$ cat src/rtl/seq_pkg.sv
package seq_pkg;
  localparam int N_RAIL = 4;
  localparam int LVL_W  = $clog2(N_RAIL + 1);

  typedef enum logic [1:0] {
    DSEL_START,
    DSEL_AB,
    DSEL_BC,
    DSEL_CD
  } dlySel_e;

  typedef enum logic [2:0] {
    ST_IDLE,
    ST_START,
    ST_UP,
    ST_ON,
    ST_DOWN
  } seqState_e;

  // strobes from control to datapath
  typedef struct packed {
    logic    restart;
    dlySel_e sel;
  } cntCmd_t;

  // status from datapath to control
  typedef struct packed {
    logic expired;
    logic fault;
    logic inWin;
  } dpStat_t;
endpackage

$ cat src/rtl/seq_dpath.sv
module seq_dpath
  import seq_pkg::*;
#(
  parameter int CNT_W  = 16,
  parameter int FILT_W = 8
) (
  input  logic              clk,
  input  logic              rst,
  input  logic              tick,
  input  logic              uvOk,
  input  logic              ovOk,
  input  logic [CNT_W-1:0]  startDly,
  input  logic [CNT_W-1:0]  gapAb,
  input  logic [CNT_W-1:0]  gapBc,
  input  logic [CNT_W-1:0]  gapCd,
  input  logic [FILT_W-1:0] faultDly,
  input  cntCmd_t           cmd,
  output dpStat_t           stat
);
  logic [CNT_W-1:0]  cnt;
  logic [CNT_W-1:0]  tgt;
  logic [CNT_W-1:0]  dlyPick;
  logic [FILT_W-1:0] filtCnt;
  logic              faultQ;
  logic              inWin;

  assign inWin = uvOk & ovOk;

  always_comb begin
    case (cmd.sel)
      DSEL_START: dlyPick = startDly;
      DSEL_AB:    dlyPick = gapAb;
      DSEL_BC:    dlyPick = gapBc;
      default:    dlyPick = gapCd;
    endcase
  end

  // one restartable interval counter; target latched at interval start
  always_ff @(posedge clk) begin
    if (rst) begin
      cnt <= '0;
      tgt <= '0;
    end else if (cmd.restart) begin
      cnt <= '0;
      tgt <= dlyPick;
    end else if (tick && (cnt != tgt)) begin
      cnt <= cnt + CNT_W'(1);
    end
  end

  // excursion filter
  always_ff @(posedge clk) begin
    if (rst) begin
      filtCnt <= '0;
      faultQ  <= 1'b0;
    end else if (inWin) begin
      filtCnt <= '0;
      faultQ  <= 1'b0;
    end else if (tick && !faultQ) begin
      if (filtCnt == faultDly) faultQ <= 1'b1;
      else                     filtCnt <= filtCnt + FILT_W'(1);
    end
  end

  assign stat.expired = tick && (cnt == tgt);
  assign stat.fault   = faultQ;
  assign stat.inWin   = inWin;

  AST_TICK_GATE: assert property (@(posedge clk) disable iff (rst)
    (!tick && !cmd.restart) |=> $stable(cnt));
  AST_FAULT_FILTERED: assert property (@(posedge clk) disable iff (rst)
    $rose(faultQ) |-> $past(!inWin));
  AST_FAULT_CLEAR: assert property (@(posedge clk) disable iff (rst)
    inWin |=> !faultQ);
endmodule

$ cat src/rtl/seq_ctrl.sv
module seq_ctrl
  import seq_pkg::*;
#(
  parameter bit HAS_SEQ_EN = 1'b1
) (
  input  logic             clk,
  input  logic             rst,
  input  logic             seqEn,
  input  dpStat_t          stat,
  output cntCmd_t          cmd,
  output logic [LVL_W-1:0] lvl
);
  localparam logic [LVL_W-1:0] LVL_TOP = LVL_W'(N_RAIL);

  seqState_e        state, stateN;
  logic [LVL_W-1:0] lvlN;
  logic             seqOk;
  logic             abort;
  logic             go;

  generate
    if (HAS_SEQ_EN) begin : g_seq
      assign seqOk = seqEn;
    end else begin : g_noseq
      assign seqOk = 1'b1;
    end
  endgenerate

  assign abort = !seqOk || stat.fault;
  assign go    = stat.inWin && seqOk && !stat.fault;

  // gap that separates stage l from stage l+1
  function automatic dlySel_e gapSel(input logic [LVL_W-1:0] l);
    case (l)
      LVL_W'(1): gapSel = DSEL_AB;
      LVL_W'(2): gapSel = DSEL_BC;
      default:   gapSel = DSEL_CD;
    endcase
  endfunction

  always_comb begin
    stateN      = state;
    lvlN        = lvl;
    cmd.restart = 1'b0;
    cmd.sel     = DSEL_START;
    case (state)
      ST_IDLE: begin
        if (go) begin
          stateN      = ST_START;
          cmd.restart = 1'b1;
        end
      end
      ST_START: begin
        if (!go) begin
          stateN = ST_IDLE;
        end else if (stat.expired) begin
          lvlN        = LVL_W'(1);
          stateN      = ST_UP;
          cmd.restart = 1'b1;
          cmd.sel     = DSEL_AB;
        end
      end
      ST_UP, ST_ON: begin
        if (abort) begin
          if (!HAS_SEQ_EN) begin
            lvlN   = '0;
            stateN = ST_IDLE;
          end else begin
            lvlN = lvl - LVL_W'(1);
            if (lvlN == '0) begin
              stateN = ST_IDLE;
            end else begin
              stateN      = ST_DOWN;
              cmd.restart = 1'b1;
              cmd.sel     = gapSel(lvlN);
            end
          end
        end else if (state == ST_UP && stat.expired) begin
          lvlN = lvl + LVL_W'(1);
          if (lvlN == LVL_TOP) begin
            stateN = ST_ON;
          end else begin
            cmd.restart = 1'b1;
            cmd.sel     = gapSel(lvlN);
          end
        end
      end
      ST_DOWN: begin
        if (stat.expired) begin
          lvlN = lvl - LVL_W'(1);
          if (lvlN == '0) begin
            stateN = ST_IDLE;
          end else begin
            cmd.restart = 1'b1;
            cmd.sel     = gapSel(lvlN);
          end
        end
      end
      default: begin
        stateN = ST_IDLE;
        lvlN   = '0;
      end
    endcase
  end

  always_ff @(posedge clk) begin
    if (rst) begin
      state <= ST_IDLE;
      lvl   <= '0;
    end else begin
      state <= stateN;
      lvl   <= lvlN;
    end
  end

  AST_RISE_NEEDS_OK: assert property (@(posedge clk) disable iff (rst)
    (lvl > $past(lvl)) |-> $past(seqOk && !stat.fault));
  AST_LVL_BOUND: assert property (@(posedge clk) disable iff (rst)
    lvl <= LVL_TOP);

  generate
    if (HAS_SEQ_EN) begin : g_stepChk
      AST_ONE_STEP: assert property (@(posedge clk) disable iff (rst)
        (lvl != $past(lvl)) |->
          ((lvl == $past(lvl) + LVL_W'(1)) || (lvl == $past(lvl) - LVL_W'(1))));
    end else begin : g_latchChk
      AST_LATCH_OFF: assert property (@(posedge clk) disable iff (rst)
        (stat.fault && lvl != '0) |=> (lvl == '0));
    end
  endgenerate
endmodule

$ cat src/rtl/rail_seq_top.sv
module rail_seq_top
  import seq_pkg::*;
#(
  parameter int CNT_W      = 16,
  parameter int FILT_W     = 8,
  parameter bit ACTIVE_LOW = 1'b0,
  parameter bit HAS_SEQ_EN = 1'b1
) (
  input  logic              clk,
  input  logic              rst,
  input  logic              tick,
  input  logic              uvOk,
  input  logic              ovOk,
  input  logic              seqEn,
  input  logic [CNT_W-1:0]  startDly,
  input  logic [CNT_W-1:0]  gapAb,
  input  logic [CNT_W-1:0]  gapBc,
  input  logic [CNT_W-1:0]  gapCd,
  input  logic [FILT_W-1:0] faultDly,
  output logic [3:0]        railEn,
  output logic              fault
);
  cntCmd_t          cmd;
  dpStat_t          stat;
  logic [LVL_W-1:0] lvl;

  seq_dpath #(.CNT_W(CNT_W), .FILT_W(FILT_W)) u_dpath (
    .clk(clk), .rst(rst), .tick(tick), .uvOk(uvOk), .ovOk(ovOk),
    .startDly(startDly), .gapAb(gapAb), .gapBc(gapBc), .gapCd(gapCd),
    .faultDly(faultDly), .cmd(cmd), .stat(stat)
  );

  seq_ctrl #(.HAS_SEQ_EN(HAS_SEQ_EN)) u_ctrl (
    .clk(clk), .rst(rst), .seqEn(seqEn), .stat(stat), .cmd(cmd), .lvl(lvl)
  );

  // thermometer decode of the stage level, then polarity
  generate
    for (genvar i = 0; i < N_RAIL; i++) begin : g_rail
      assign railEn[i] = (lvl > LVL_W'(i)) ^ ACTIVE_LOW;
    end
  endgenerate

  assign fault = stat.fault;
endmodule

$ cat config.mk
export PLATFORM = sky130hd
export DESIGN_NAME = rail_seq_top
export DESIGN_NICKNAME = d
export VERILOG_FILES = /design/src/rtl/seq_pkg.sv /design/src/rtl/seq_dpath.sv /design/src/rtl/seq_ctrl.sv /design/src/rtl/rail_seq_top.sv
export SDC_FILE = /design/constraint.sdc
export NUM_CORES = 1
export LEC_CHECK = 0
export ABC_AREA = 1
export BUFFER_PORTS_ARGS = -buffer_cell sky130_fd_sc_hd__buf_2
export CORE_UTILIZATION = 35
export DETAILED_ROUTE_END_ITERATION = 10
export PLACE_DENSITY = 0.63
export RECOVER_POWER = 50
export SYNTH_ARGS = -nofsm -noshare
export SYNTH_HDL_FRONTEND = slang
export SYNTH_SLANG_ARGS = --single-unit
$ cat constraint.sdc
create_clock -name clk -period 2.2 [get_ports clk]
set_input_delay 0.22 -clock clk [delete_from_list [all_inputs] [get_ports clk]]
set_output_delay 0.22 -clock clk [all_outputs]
set_load 0.01 [all_outputs]
==> flow_metrics.py <==
metrics = {
    "clocking": {
        "cts.clk_slew.worst_paths_ns": 0.10,
        "cts.root.buffer_cell": "sky130_fd_sc_hd__clkbuf_8",
        "tritoncts_num_sinks": 47,
        "clockBufferDepth": 2,
        "h-tree-depth": 2,
        "cts-hold-fix-buffers": 0,
        "cts_made_buffers": 5,
        "cts_tree": "done",
        "worst_skew_pair.late_latency_ns": 0.31,
    },
    "sta": {
        "final.hold.worst_slack_ns": 0.196,
        "hold_viol": 0,
        "layout_worst_path_cycle_share_pct": 102,
        "max_slew.worst_pin.slew_ns": 0.435,
        "final.setup_skew_ns": 0.0152,
        "fin_crit_ns": 2.24,
        "timing.fmax_mhz": 447,
        "final_max_slew_viol_count": 0,
        "setup_violating_endpoint_count_in_the_final_report": 9,
        "unrepaired_setup_endpoints_after_global_routing": "yes",
        "tns_ns": -0.101,
        "max_slew_margin_pct": 70.8,
        "fin_ws_ns": -0.0360,
    },
    "logic_synthesis": {
        "ys_seq_area_share_pct": 27.1,
        "ys_async_sr_fraction_pct": 0,
        "syn_inst": 557,
        "mappedNetlistNets": 644,
        "edff_count_synth": 0,
        "syn-cell-area_sq_um": 3470,
        "yosys_most_used_dff": "sky130_fd_sc_hd__dfxtp_1",
        "synth_commonest_cells": "174 x sky130_fd_sc_hd__nand2_1, 65 x sky130_fd_sc_hd__inv_1, 55 x sky130_fd_sc_hd__nand3_1, 47 x sky130_fd_sc_hd__dfxtp_1, 33 x sky130_fd_sc_hd__nor2_1",
        "yosys_top_cell_area_share_pct": 27.1,
        "yosysMostFrequentCell": "sky130_fd_sc_hd__nand2_1",
        "yosys_warnings": 0,
        "ys_types": 41,
        "ys_top_cells_by_area": "sky130_fd_sc_hd__dfxtp_1 27%, sky130_fd_sc_hd__nand2_1 19%, sky130_fd_sc_hd__nand3_1 7.9%",
        "ys_ff_latch": 47,
        "syn_avg_cell_area_sq_um": 6.24,
        "yosys.area.top_type": "sky130_fd_sc_hd__dfxtp_1",
    },
    "detailed_routing": {
        "detailedRoute.firstPassIterationCount": 5,
        "number_of_routed_nets_with_antenna_violations": 0,
        "post-route-drc-count": 0,
        "totalWireLength_um": 10300,
        "dr_vias": 4025,
        "dr.first_iter.drc_count": 169,
        "wl_per_cell_um": 12.7,
        "route.detailed.vias_per_inst": 4.97,
    },
    "floorplan": {
        "fp.dieArea_sq_um": 10300,
        "floorplan.die.height_um": 102,
        "core_area_sq_um": 9420,
        "die_w_um": 102,
        "rows": 35,
        "pin_count": 83,
        "initial_core_util_pct": 36.9,
    },
    "pwr": {
        "cellPowerDensity_nw_per_um2": 1010,
        "ir_worst_vdd_mv": 0.592,
        "sequential_share_of_power_pct": 24.3,
        "clk_pwr_share_pct": 12.0,
        "power_mw": 4.77,
        "p_comb_share_pct": 63.7,
        "leakage_nw": 2.28,
        "switching_power_mw": 2.16,
        "netSwitchingFraction_pct": 45.3,
        "internal_power_mw": 2.61,
    },
    "setup_path": {
        "critical_path.startpoint_type": "flop",
        "cp_data_required_time_ns": 2.41,
        "type_of_the_worst_setup_path": "flop to flop",
        "critPathCaptureType": "flop",
        "worst-endpoint-arrival_ns": 2.45,
        "worst-path-max-fanout": 5,
    },
    "grt": {
        "first_global_vias": 3389,
        "grt_antenna_before_repair": 0,
        "grt_util_met3_pct": 2.55,
        "busiest_layer": "met2",
        "global_route.overflow_total": 0,
        "gr-usage-met2_pct": 31.5,
        "gr-usage-all-layers_pct": 18.6,
        "grt_util_met1_pct": 25.2,
        "grt_start_max_net_pins": 33,
        "global_route_wire_length_before_repair_um": 15400,
    },
    "worst_hold_path": {
        "worstHoldPathType": "input pin to flop",
    },
    "cells_and_area": {
        "layout-area-overhead-vs-synth_pct": 36.0,
        "diodes": 0,
        "design.final.nets": 767,
        "drive_gt1_share_pct": 30.8,
        "stdcell_count": 810,
        "post-route-cell-area_sq_um": 4730,
        "utilization_pct": 50.2,
    },
    "place": {
        "dp_slack_ns": -0.218,
        "dp_cells": 787,
        "place.detailed.hpwl_um": 7480,
        "gp_routability_congestion": 0.960,
        "placement.cell_area_sq_um": 4250,
        "port-buffer-count": 82,
    },
    "run_status": {
        "status": "finished, violations left",
        "violated_checks": "negative setup slack",
    },
    "flow_run": {
        "drv_cap": 0,
    },
}
[what timing repair did]
item / 4_1_cts / 5_1_grt
cloned: 1 / 6
setup endpoints to repair: 19 / 29
pin swaps: 1 / 14
buffers inserted: 0 / 8
resized for setup: 11 / 45
[cell families (layout without fill, tap and decap cells)]
family                   count (synthesis)  count (layout)  synth area share (%)
AO/OA/AOI/OAI                           71              71                  11.8
XOR/XNOR                                11              11                  2.99
adder cells (fa/ha/maj)                  9               9                  3.24
buffers and inverters                   95             219                  11.1
flip-flops                              47              47                  27.1
AND/OR/NAND/NOR                        324             324                  43.8
[cell type report]
type | instances | area, sq um
fill | 948 | 4690
multi-input combinational | 415 | 2240
sequential | 47 | 976
timing repair buffer | 129 | 935
inverter | 82 | 315
tap | 129 | 161
clock buffer | 6 | 82.6
clock inverter | 2 | 16.3
[flip-flops by register name, summed over array words and instances, names as in the netlist]
name / cells
u_ctrl.lvl: 3
u_dpath.tgt: 16
u_dpath.filtCnt: 8
u_dpath.cnt: 16
u_dpath.faultQ: 1
u_ctrl.state: 3
[placed cells by master, fill, tap and decap left out, types with 4 or more instances in the layout]
master	instances
sky130_fd_sc_hd__buf_12	4
sky130_fd_sc_hd__nand3_1	55
sky130_fd_sc_hd__clkbuf_16	5
sky130_fd_sc_hd__buf_4	33
sky130_fd_sc_hd__nor2_1	30
sky130_fd_sc_hd__ha_1	6
sky130_fd_sc_hd__o21bai_1	7
sky130_fd_sc_hd__buf_2	81
sky130_fd_sc_hd__o21ai_1	5
sky130_fd_sc_hd__inv_1	62
sky130_fd_sc_hd__o21ai_0	20
sky130_fd_sc_hd__nor3_1	9
sky130_fd_sc_hd__nand4_1	9
sky130_fd_sc_hd__dfxtp_1	25
sky130_fd_sc_hd__xnor2_1	8
sky130_fd_sc_hd__dfxtp_2	19
sky130_fd_sc_hd__nand2_1	173
sky130_fd_sc_hd__inv_2	17
sky130_fd_sc_hd__clkbuf_8	6
sky130_fd_sc_hd__a21oi_1	25
sky130_fd_sc_hd__nor3b_1	4
sky130_fd_sc_hd__nand3b_1	17
sky130_fd_sc_hd__nor2_4	7
sky130_fd_sc_hd__buf_6	4
[path summary, 6_finish.rpt]
check / start / endpoint / slack (ns) / cells after the start
setup / recovery: u_ctrl.lvl[0] / u_dpath.tgt[8] / -0.04 / 17
hold / removal: rst / u_ctrl.lvl[1] / 0.20 / 2
setup reg to reg: u_ctrl.lvl[0] / u_dpath.tgt[8] / -0.04 / 17
hold reg to reg: u_dpath.tgt[15] / u_dpath.tgt[15] / 0.47 / 2
[metal layers]
layer / wire length, um / up-vias
met5: 0 / -
met4: 40 / 0
met3: 508 / 8
met2: 5010 / 116
met1: 4730 / 1854
li1: - / 2047
[power groups by stage]
stage / clock [mW] / sequential (mW) / combinational [mW]
after floorplan: 0 / 1.11 / 1.71
after global placement: 0 / 1.14 / 2.39
after detailed placement: 0 / 1.15 / 2.43
after CTS: 0.597 / 1.14 / 2.54
after global routing: 0.633 / 1.18 / 3.33
final: 0.572 / 1.16 / 3.04
[worst max-delay path, cell delays in order (launching register included)]
cell and delay (ns):
sky130_fd_sc_hd__dfxtp_4 0.39, sky130_fd_sc_hd__inv_4 0.04, sky130_fd_sc_hd__ha_4 0.16, sky130_fd_sc_hd__xnor2_2 0.17, sky130_fd_sc_hd__nand2_1 0.09, sky130_fd_sc_hd__nand2_1 0.08
sky130_fd_sc_hd__inv_1 0.05, sky130_fd_sc_hd__nand4_1 0.10, sky130_fd_sc_hd__nand2_1 0.10, sky130_fd_sc_hd__nand2_2 0.09, sky130_fd_sc_hd__buf_6 0.10, sky130_fd_sc_hd__nand3_4 0.13
sky130_fd_sc_hd__buf_6 0.16, sky130_fd_sc_hd__clkbuf_16 0.15, sky130_fd_sc_hd__o21bai_1 0.13, sky130_fd_sc_hd__nand3_1 0.09, sky130_fd_sc_hd__nand2_1 0.06, sky130_fd_sc_hd__nand2_1 0.05
No activity file was read; power rests on OpenSTA's default activity.
